**config.mk**
```make
export PLATFORM = sky130hd
export DESIGN_NAME = hwloop_unit
export DESIGN_NICKNAME = d
export VERILOG_FILES = /design/src/rtl/hwloop_pkg.sv /design/src/rtl/hwloop_decode.sv /design/src/rtl/hwloop_state.sv /design/src/rtl/hwloop_unit.sv
export SDC_FILE = /design/constraint.sdc
export NUM_CORES = 1
export LEC_CHECK = 0
export ABC_AREA = 1
export BUFFER_PORTS_ARGS = -buffer_cell sky130_fd_sc_hd__buf_2
export CORE_MARGIN = 3
export CORE_UTILIZATION = 50
export DETAILED_ROUTE_END_ITERATION = 6
export PLACE_DENSITY_LB_ADDON = 0.08
export SETUP_SLACK_MARGIN = 0.3
export SYNTH_ARGS = -nofsm -noshare
export SYNTH_HDL_FRONTEND = slang
export SYNTH_SLANG_ARGS = --single-unit
```
**constraint.sdc**
```tcl
create_clock -name clk_i -period 2.3 [get_ports clk_i]
set_input_delay 0.23 -clock clk_i [delete_from_list [all_inputs] [get_ports clk_i]]
set_output_delay 0.23 -clock clk_i [all_outputs]
set_load 0.02 [all_outputs]
```
**src/rtl/hwloop_pkg.sv**
```systemverilog
package hwloop_pkg;

    // setup operations selected by the 3-bit function field
    typedef enum logic [2:0] {
        OP_SET_START = 3'b000,
        OP_SET_END   = 3'b001,
        OP_CNT_REG   = 3'b010,
        OP_CNT_IMM   = 3'b011,
        OP_SETUP_REG = 3'b100,
        OP_SETUP_IMM = 3'b101,
        OP_RSV_6     = 3'b110,
        OP_RSV_7     = 3'b111
    } hwl_op_e;

    // write-enable vector layout
    localparam int unsigned WE_START = 0;
    localparam int unsigned WE_END   = 1;
    localparam int unsigned WE_CNT   = 2;
    localparam int unsigned WE_W     = 3;

    // instruction field positions
    localparam int unsigned FUNC_HI = 14;
    localparam int unsigned FUNC_LO = 12;
    localparam int unsigned IMM_HI  = 31;
    localparam int unsigned IMM_LO  = 20;
    localparam int unsigned SIMM_HI = 19;
    localparam int unsigned SIMM_LO = 15;

endpackage

```
**src/rtl/hwloop_decode.sv**
```systemverilog
module hwloop_decode
    import hwloop_pkg::*;
#(
    parameter int unsigned ADDR_W     = 32,
    parameter int unsigned CNT_W      = 32,
    parameter int unsigned INSTR_W    = 32,
    parameter int unsigned INSN_BYTES = 4
) (
    input  logic               instr_valid_i,
    input  logic [INSTR_W-1:0] instr_i,
    input  logic [ADDR_W-1:0]  pc_i,
    input  logic [CNT_W-1:0]   rs1_i,
    input  logic               wr_suppress_i,
    output logic [WE_W-1:0]    wr_en_o,
    output logic [ADDR_W-1:0]  start_val_o,
    output logic [ADDR_W-1:0]  end_val_o,
    output logic [CNT_W-1:0]   cnt_val_o,
    output logic               rs1_used_o,
    output logic               illegal_o
);

    localparam int unsigned IMM_W  = IMM_HI - IMM_LO + 1;
    localparam int unsigned SIMM_W = SIMM_HI - SIMM_LO + 1;

    typedef struct packed {
        logic [WE_W-1:0]   we;
        logic [ADDR_W-1:0] start;
        logic [ADDR_W-1:0] stop;
        logic [CNT_W-1:0]  cnt;
        logic              rs1_used;
        logic              illegal;
    } dec_t;

    dec_t              dec_d;
    hwl_op_e           op;
    logic [WE_W-1:0]   we_raw;
    logic [ADDR_W-1:0] imm_sext;
    logic [ADDR_W-1:0] imm_short;
    logic [CNT_W-1:0]  imm_zext;
    logic [ADDR_W-1:0] pc_rel;
    logic [ADDR_W-1:0] pc_next;
    logic [ADDR_W-1:0] pc_short;
    logic              unused_low_bits;

    assign unused_low_bits = ^instr_i[FUNC_LO-1:0];

    always_comb begin
        op        = hwl_op_e'(instr_i[FUNC_HI:FUNC_LO]);
        imm_sext  = {{(ADDR_W-IMM_W){instr_i[IMM_HI]}}, instr_i[IMM_HI:IMM_LO]};
        imm_zext  = {{(CNT_W-IMM_W){1'b0}}, instr_i[IMM_HI:IMM_LO]};
        imm_short = {{(ADDR_W-SIMM_W-1){1'b0}}, instr_i[SIMM_HI:SIMM_LO], 1'b0};
        pc_rel    = pc_i + imm_sext;
        pc_next   = pc_i + ADDR_W'(INSN_BYTES);
        pc_short  = pc_i + imm_short;

        we_raw         = '0;
        dec_d.start    = pc_next;
        dec_d.stop     = pc_rel;
        dec_d.cnt      = imm_zext;
        dec_d.rs1_used = 1'b0;
        dec_d.illegal  = 1'b0;

        if (instr_valid_i) begin
            unique case (op)
                OP_SET_START: begin
                    we_raw[WE_START] = 1'b1;
                    dec_d.start      = pc_rel;
                end
                OP_SET_END: begin
                    we_raw[WE_END] = 1'b1;
                end
                OP_CNT_REG: begin
                    we_raw[WE_CNT] = 1'b1;
                    dec_d.cnt      = rs1_i;
                    dec_d.rs1_used = 1'b1;
                end
                OP_CNT_IMM: begin
                    we_raw[WE_CNT] = 1'b1;
                end
                OP_SETUP_REG: begin
                    we_raw         = '1;
                    dec_d.cnt      = rs1_i;
                    dec_d.rs1_used = 1'b1;
                end
                OP_SETUP_IMM: begin
                    we_raw     = '1;
                    dec_d.stop = pc_short;
                end
                OP_RSV_6, OP_RSV_7: begin
                    dec_d.illegal = 1'b1;
                end
                default: ;
            endcase
        end

        // global suppress wins over every decoded write
        dec_d.we = wr_suppress_i ? '0 : we_raw;
    end

    assign wr_en_o     = dec_d.we;
    assign start_val_o = dec_d.start;
    assign end_val_o   = dec_d.stop;
    assign cnt_val_o   = dec_d.cnt;
    assign rs1_used_o  = dec_d.rs1_used;
    assign illegal_o   = dec_d.illegal;

endmodule

```
**src/rtl/hwloop_state.sv**
```systemverilog
module hwloop_state
    import hwloop_pkg::*;
#(
    parameter int unsigned ADDR_W = 32,
    parameter int unsigned CNT_W  = 32
) (
    input  logic              clk_i,
    input  logic              rst_ni,
    input  logic [WE_W-1:0]   wr_en_i,
    input  logic [ADDR_W-1:0] start_val_i,
    input  logic [ADDR_W-1:0] end_val_i,
    input  logic [CNT_W-1:0]  cnt_val_i,
    input  logic              fetch_valid_i,
    input  logic [ADDR_W-1:0] fetch_pc_i,
    output logic              redirect_o,
    output logic [ADDR_W-1:0] redirect_pc_o,
    output logic [ADDR_W-1:0] start_o,
    output logic [ADDR_W-1:0] end_o,
    output logic [CNT_W-1:0]  count_o
);

    typedef struct packed {
        logic [ADDR_W-1:0] start;
        logic [ADDR_W-1:0] stop;
        logic [CNT_W-1:0]  cnt;
    } loop_st_t;

    loop_st_t st_d;
    loop_st_t st_q;
    logic     end_hit;
    logic     take_branch;

    always_comb begin
        st_d        = st_q;
        end_hit     = fetch_valid_i && (fetch_pc_i == st_q.stop) && (st_q.cnt != '0);
        take_branch = end_hit && (st_q.cnt > CNT_W'(1));

        if (wr_en_i[WE_START]) st_d.start = start_val_i;
        if (wr_en_i[WE_END])   st_d.stop  = end_val_i;

        // a setup write of the count overrides the loop-end decrement
        if (wr_en_i[WE_CNT]) begin
            st_d.cnt = cnt_val_i;
        end else if (end_hit) begin
            st_d.cnt = st_q.cnt - CNT_W'(1);
        end
    end

    always_ff @(posedge clk_i or negedge rst_ni) begin
        if (!rst_ni) begin
            st_q <= '0;
        end else begin
            st_q <= st_d;
        end
    end

    assign redirect_o    = take_branch;
    assign redirect_pc_o = st_q.start;
    assign start_o       = st_q.start;
    assign end_o         = st_q.stop;
    assign count_o       = st_q.cnt;


    property p_taken_decrements;
        @(posedge clk_i) disable iff (!rst_ni)
            (redirect_o && !wr_en_i[WE_CNT]) |=> (count_o == $past(count_o) - CNT_W'(1));
    endproperty
    taken_decrements_chk: assert property (p_taken_decrements);


    property p_idle_count_quiet;
        @(posedge clk_i) disable iff (!rst_ni)
            (count_o == '0 && !wr_en_i[WE_CNT]) |-> (!redirect_o ##1 count_o == '0);
    endproperty
    idle_count_quiet_chk: assert property (p_idle_count_quiet);


    property p_cnt_write_wins;
        @(posedge clk_i) disable iff (!rst_ni)
            wr_en_i[WE_CNT] |=> (count_o == $past(cnt_val_i));
    endproperty
    cnt_write_wins_chk: assert property (p_cnt_write_wins);


    property p_start_holds;
        @(posedge clk_i) disable iff (!rst_ni)
            !wr_en_i[WE_START] |=> $stable(start_o);
    endproperty
    start_holds_chk: assert property (p_start_holds);


    property p_end_holds;
        @(posedge clk_i) disable iff (!rst_ni)
            !wr_en_i[WE_END] |=> $stable(end_o);
    endproperty
    end_holds_chk: assert property (p_end_holds);

endmodule

```
**src/rtl/hwloop_unit.sv**
```systemverilog
module hwloop_unit
    import hwloop_pkg::*;
#(
    parameter int unsigned ADDR_W     = 32,
    parameter int unsigned CNT_W      = 32,
    parameter int unsigned INSN_BYTES = 4
) (
    input  logic              clk_i,
    input  logic              rst_ni,
    input  logic              instr_valid_i,
    input  logic [31:0]       instr_i,
    input  logic [ADDR_W-1:0] pc_i,
    input  logic [CNT_W-1:0]  rs1_i,
    input  logic              wr_suppress_i,
    input  logic              fetch_valid_i,
    input  logic [ADDR_W-1:0] fetch_pc_i,
    output logic [2:0]        wr_en_o,
    output logic              rs1_used_o,
    output logic              illegal_o,
    output logic              redirect_o,
    output logic [ADDR_W-1:0] redirect_pc_o,
    output logic [ADDR_W-1:0] start_o,
    output logic [ADDR_W-1:0] end_o,
    output logic [CNT_W-1:0]  count_o
);

    logic [WE_W-1:0]   dec_we;
    logic [ADDR_W-1:0] dec_start;
    logic [ADDR_W-1:0] dec_end;
    logic [CNT_W-1:0]  dec_cnt;

    hwloop_decode #(
        .ADDR_W     (ADDR_W),
        .CNT_W      (CNT_W),
        .INSTR_W    (32),
        .INSN_BYTES (INSN_BYTES)
    ) u_decode (
        .instr_valid_i (instr_valid_i),
        .instr_i       (instr_i),
        .pc_i          (pc_i),
        .rs1_i         (rs1_i),
        .wr_suppress_i (wr_suppress_i),
        .wr_en_o       (dec_we),
        .start_val_o   (dec_start),
        .end_val_o     (dec_end),
        .cnt_val_o     (dec_cnt),
        .rs1_used_o    (rs1_used_o),
        .illegal_o     (illegal_o)
    );

    hwloop_state #(
        .ADDR_W (ADDR_W),
        .CNT_W  (CNT_W)
    ) u_state (
        .clk_i         (clk_i),
        .rst_ni        (rst_ni),
        .wr_en_i       (dec_we),
        .start_val_i   (dec_start),
        .end_val_i     (dec_end),
        .cnt_val_i     (dec_cnt),
        .fetch_valid_i (fetch_valid_i),
        .fetch_pc_i    (fetch_pc_i),
        .redirect_o    (redirect_o),
        .redirect_pc_o (redirect_pc_o),
        .start_o       (start_o),
        .end_o         (end_o),
        .count_o       (count_o)
    );

    assign wr_en_o = dec_we;


    property p_suppress_masks;
        @(posedge clk_i) disable iff (!rst_ni)
            wr_suppress_i |-> (wr_en_o == '0);
    endproperty
    suppress_masks_chk: assert property (p_suppress_masks);


    property p_illegal_no_write;
        @(posedge clk_i) disable iff (!rst_ni)
            illegal_o |-> (wr_en_o == '0);
    endproperty
    illegal_no_write_chk: assert property (p_illegal_no_write);


    property p_we_shape;
        @(posedge clk_i) disable iff (!rst_ni)
            ($countones(wr_en_o) != 2);
    endproperty
    we_shape_chk: assert property (p_we_shape);


    property p_idle_slot_quiet;
        @(posedge clk_i) disable iff (!rst_ni)
            !instr_valid_i |-> (wr_en_o == '0 && !rs1_used_o && !illegal_o);
    endproperty
    idle_slot_quiet_chk: assert property (p_idle_slot_quiet);

endmodule

```
==> flow_metrics.py <==
metrics = {
    "worst_setup_path": {
        "critPathKind": "reg -> out",
        "rrSetupSlack_ns": 0.38,
        "slowest_stage": "dfrtp_1",
        "reg2reg_depth": 11,
        "rr_startpoint": "u_state.count_o[10]",
        "critPathArrivalTime_ns": 1.91,
        "start_kind": "flip-flop",
        "crit_chain": "nor2_2, nand2_2, nor2_1, nand3_1, buf_4, a21oi_4, nor2_1, buf_4",
        "r2r_end": "u_state.count_o[2]",
        "crit_fanout": 3,
        "cp-end-kind": "output port",
        "required_ns": 2.07,
        "cp_slowest_stage_delay_ns": 0.39,
    },
    "power_and_ir_drop": {
        "pwr-share-comb_pct": 59.9,
        "pwr_density_cell_mw_per_mm2": 813,
        "intPower_mw": 5.28,
        "clockPowerShare_pct": 14.5,
        "vdd_drop_max_uv": 615,
        "switchingPower_mw": 5.31,
        "p_leak_nw": 7.60,
        "seq_power_share_pct": 25.6,
        "sw_frac_of_total_pct": 50.1,
    },
    "place": {
        "dp_cells": 2352,
        "port_buffers": 254,
        "hpwl_microns": 32200,
        "place_congestion": 1.02,
    },
    "logic_synthesis": {
        "syn_avg_cell_area_sq_um": 5.74,
        "synth.largest_area_cell": "nand2_1",
        "synth_top_area_share_pct": 24.2,
        "yosysUniqueCellTypes": 46,
        "ys_warn_count": 0,
        "syn_nets": 2005,
        "syn_inst": 1830,
        "synth_area_leaders": "nand2_1, dfrtp_1, nand3_1",
        "syn_area_sq_mm": 0.0105,
        "yosysSeqAreaShare_pct": 22.9,
        "ys_seq_elements": 96,
    },
    "timing": {
        "worst_pin_slew_ns": 0.941,
        "hold_viol": 0,
        "finalCritPeriodShare_pct": 93.2,
        "slew_headroom_pct": 37.2,
        "fmax_mhz": 467,
        "final_max_slew_viol_count": 0,
        "min_period_ns": 2.14,
        "setup_viol": 0,
        "rsz0062_at_grt": "true",
        "holdWs_ns": 0.148,
        "fin_worst_skew_ns": 0.0201,
    },
    "finish": {
        "nets": 2291,
        "seqCellArea_sq_mm": 0.00241,
        "drive_gt1_share_pct": 22.4,
        "multi_input_area_sq_mm": 0.00704,
        "final_common_cell": "nand2_1",
        "finalNonFillerCells": 2391,
        "fill_cells": 2034,
        "syn_to_final_growth_pct": 23.9,
        "n_antenna_cell": 0,
        "final_cell_mix": "nand2_1, buf_2, inv_1, nand3_1, nor2_1",
    },
    "cts": {
        "cts_tree": "done",
        "clkSinkCount": 96,
        "cts_buffers": 9,
        "clk_pin_slew_ns": 0.08,
        "insertion_delay_ns": 0.37,
        "clock-root-buffer": "clkbuf_16",
        "htree_levels": 3,
        "clockBufferDepth": 2,
    },
    "global_routing": {
        "grt_pass1_wl_microns": 61500,
        "grt_pass1_vias": 11500,
        "grt_max_degree": 63,
        "grt_antenna_before_repair": 0,
        "grt_use_total_pct": 34.8,
        "grt_overflow": 0,
    },
    "drt": {
        "drc": 0,
        "drt_iter0_drc": 1177,
        "drtAntennaViolNets": 0,
        "dr.pass1.iters": 6,
        "wl_per_cell_microns": 17.0,
        "via_per_inst": 5.35,
        "wl_microns": 40700,
        "vias": 12800,
    },
    "floorplan": {
        "die_h_microns": 151,
        "die_x_microns": 151,
        "fp.coreArea_sq_mm": 0.0204,
        "dieArea_sq_mm": 0.0228,
        "start_util_pct": 51.5,
        "ios": 267,
        "rows": 52,
    },
    "outcome": {
        "status": "finished, final reports clean",
    },
    "run": {
        "drv_cap": 0,
    },
    "worst_hold_path": {
        "min_to": "u_state.count_o[20]",
        "holdPathStages": 5,
        "hp-start": "rs1_i[20]",
        "hp-class": "in -> reg",
    },
}
[final cells by class]
class                           instances  share of cell area [%]
Multi-Input combinational cell       1415                    54.0
Clock inverter                          5                   0.298
Clock buffer                           11                    1.86
Sequential cell                        96                    18.5
Inverter                              243                    7.00
Tap cell                              270                    2.59
Timing Repair Buffer                  351                    15.7
[timing repair]
action                                  CTS  global route
pin swaps                                13             9
gates resized for setup                  39            50
hold buffers                              1             0
setup buffers                            20             2
hold endpoints to repair                 34             0
endpoints found under the setup margin   33            55
[how the worst max path moves through the flow]
stage	start	endpoint	slack [ns]	cells after the start
detailed placement	instr_i[20]	u_state.end_o[14]	-0.03	14
CTS	u_state.count_o[19]	redirect_o	0.19	9
global placement	instr_i[20]	u_state.end_o[30]	0.03	15
floorplan	instr_i[15]	u_state.end_o[25]	0.42	15
finish	u_state.count_o[10]	redirect_o	0.16	8
global route	u_state.count_o[19]	redirect_o	0.12	9
[per-stage QoR]
step                      cell area [sq um]  TNS (ns)  utilization, %  power, mW  setup slack [ns]
after global placement                12200         0            59.9       8.19            0.0302
after floorplan                       10500         0               -       6.35             0.419
after global routing                  13000         0            63.8       11.3             0.116
after CTS                             12800         0            62.7       10.3             0.194
final                                 13000         0            63.8       10.6             0.156
after detailed placement              12200   -0.0284            59.9       8.26           -0.0284
[metal layers]
metal | vias up | part of all wire (%) | global-route usage (%)
met5 | - | 0 | 0
met4 | 0 | 2.0 | 7.39
met3 | 57 | 10 | 5.18
met2 | 629 | 42 | 51.1
met1 | 5776 | 46 | 53.8
li1 | 6331 | - | -
[kinds of logic (layout without fill, tap and decap cells)]
| kind of cell | Yosys count | in the layout | synth area share [%] |
|---|---|---|---|
| XOR/XNOR | 47 | 47 | 3.92 |
| AND/OR/NAND/NOR | 1136 | 1136 | 45.1 |
| AO/OA/AOI/OAI | 190 | 190 | 9.82 |
| buffers and inverters | 319 | 610 | 13.2 |
| flip-flops | 96 | 96 | 22.9 |
| adder cells (fa/ha/maj) | 42 | 42 | 5.14 |
[power groups by stage]
stage | clock, mW | combinational [mW] | sequential (mW)
final | 1.53 | 6.34 | 2.71
after global routing | 1.60 | 6.92 | 2.77
after CTS | 1.55 | 6.06 | 2.68
after detailed placement | 0 | 5.53 | 2.73
after global placement | 0 | 5.46 | 2.73
after floorplan | 0 | 3.07 | 3.29
[worst max-delay path, delay by kind of cell (launching register included)]
kind / cells / cell delay [ns]
flip-flops: 1 / 0.39
AND/OR/NAND/NOR: 5 / 0.65
buffers and inverters: 2 / 0.34
AO/OA/AOI/OAI: 1 / 0.17
[state kept, by name, indices dropped and copies added, names as in the netlist]
name,count
u_state.count_o,32
u_state.end_o,32
u_state.redirect_pc_o,32
[synthesized netlist by cell type, drive strengths merged]
master,number
a21o,2
a21oi,59
a22o,1
a31oi,14
and2,1
and3,2
buf,55
clkbuf,21
clkinv,1
dfrtp,96
fa,2
ha,40
inv,242
nand2,683
nand3,181
nand3b,4
nand4,24
nor2,205
nor3,23
nor4,2
o211ai,4
o21ai,91
o21bai,6
o221ai,1
o22a,1
o22ai,8
o311ai,1
o31ai,2
or2,11
xnor2,27
xor2,20
No activity file was read; power rests on OpenSTA's default activity.
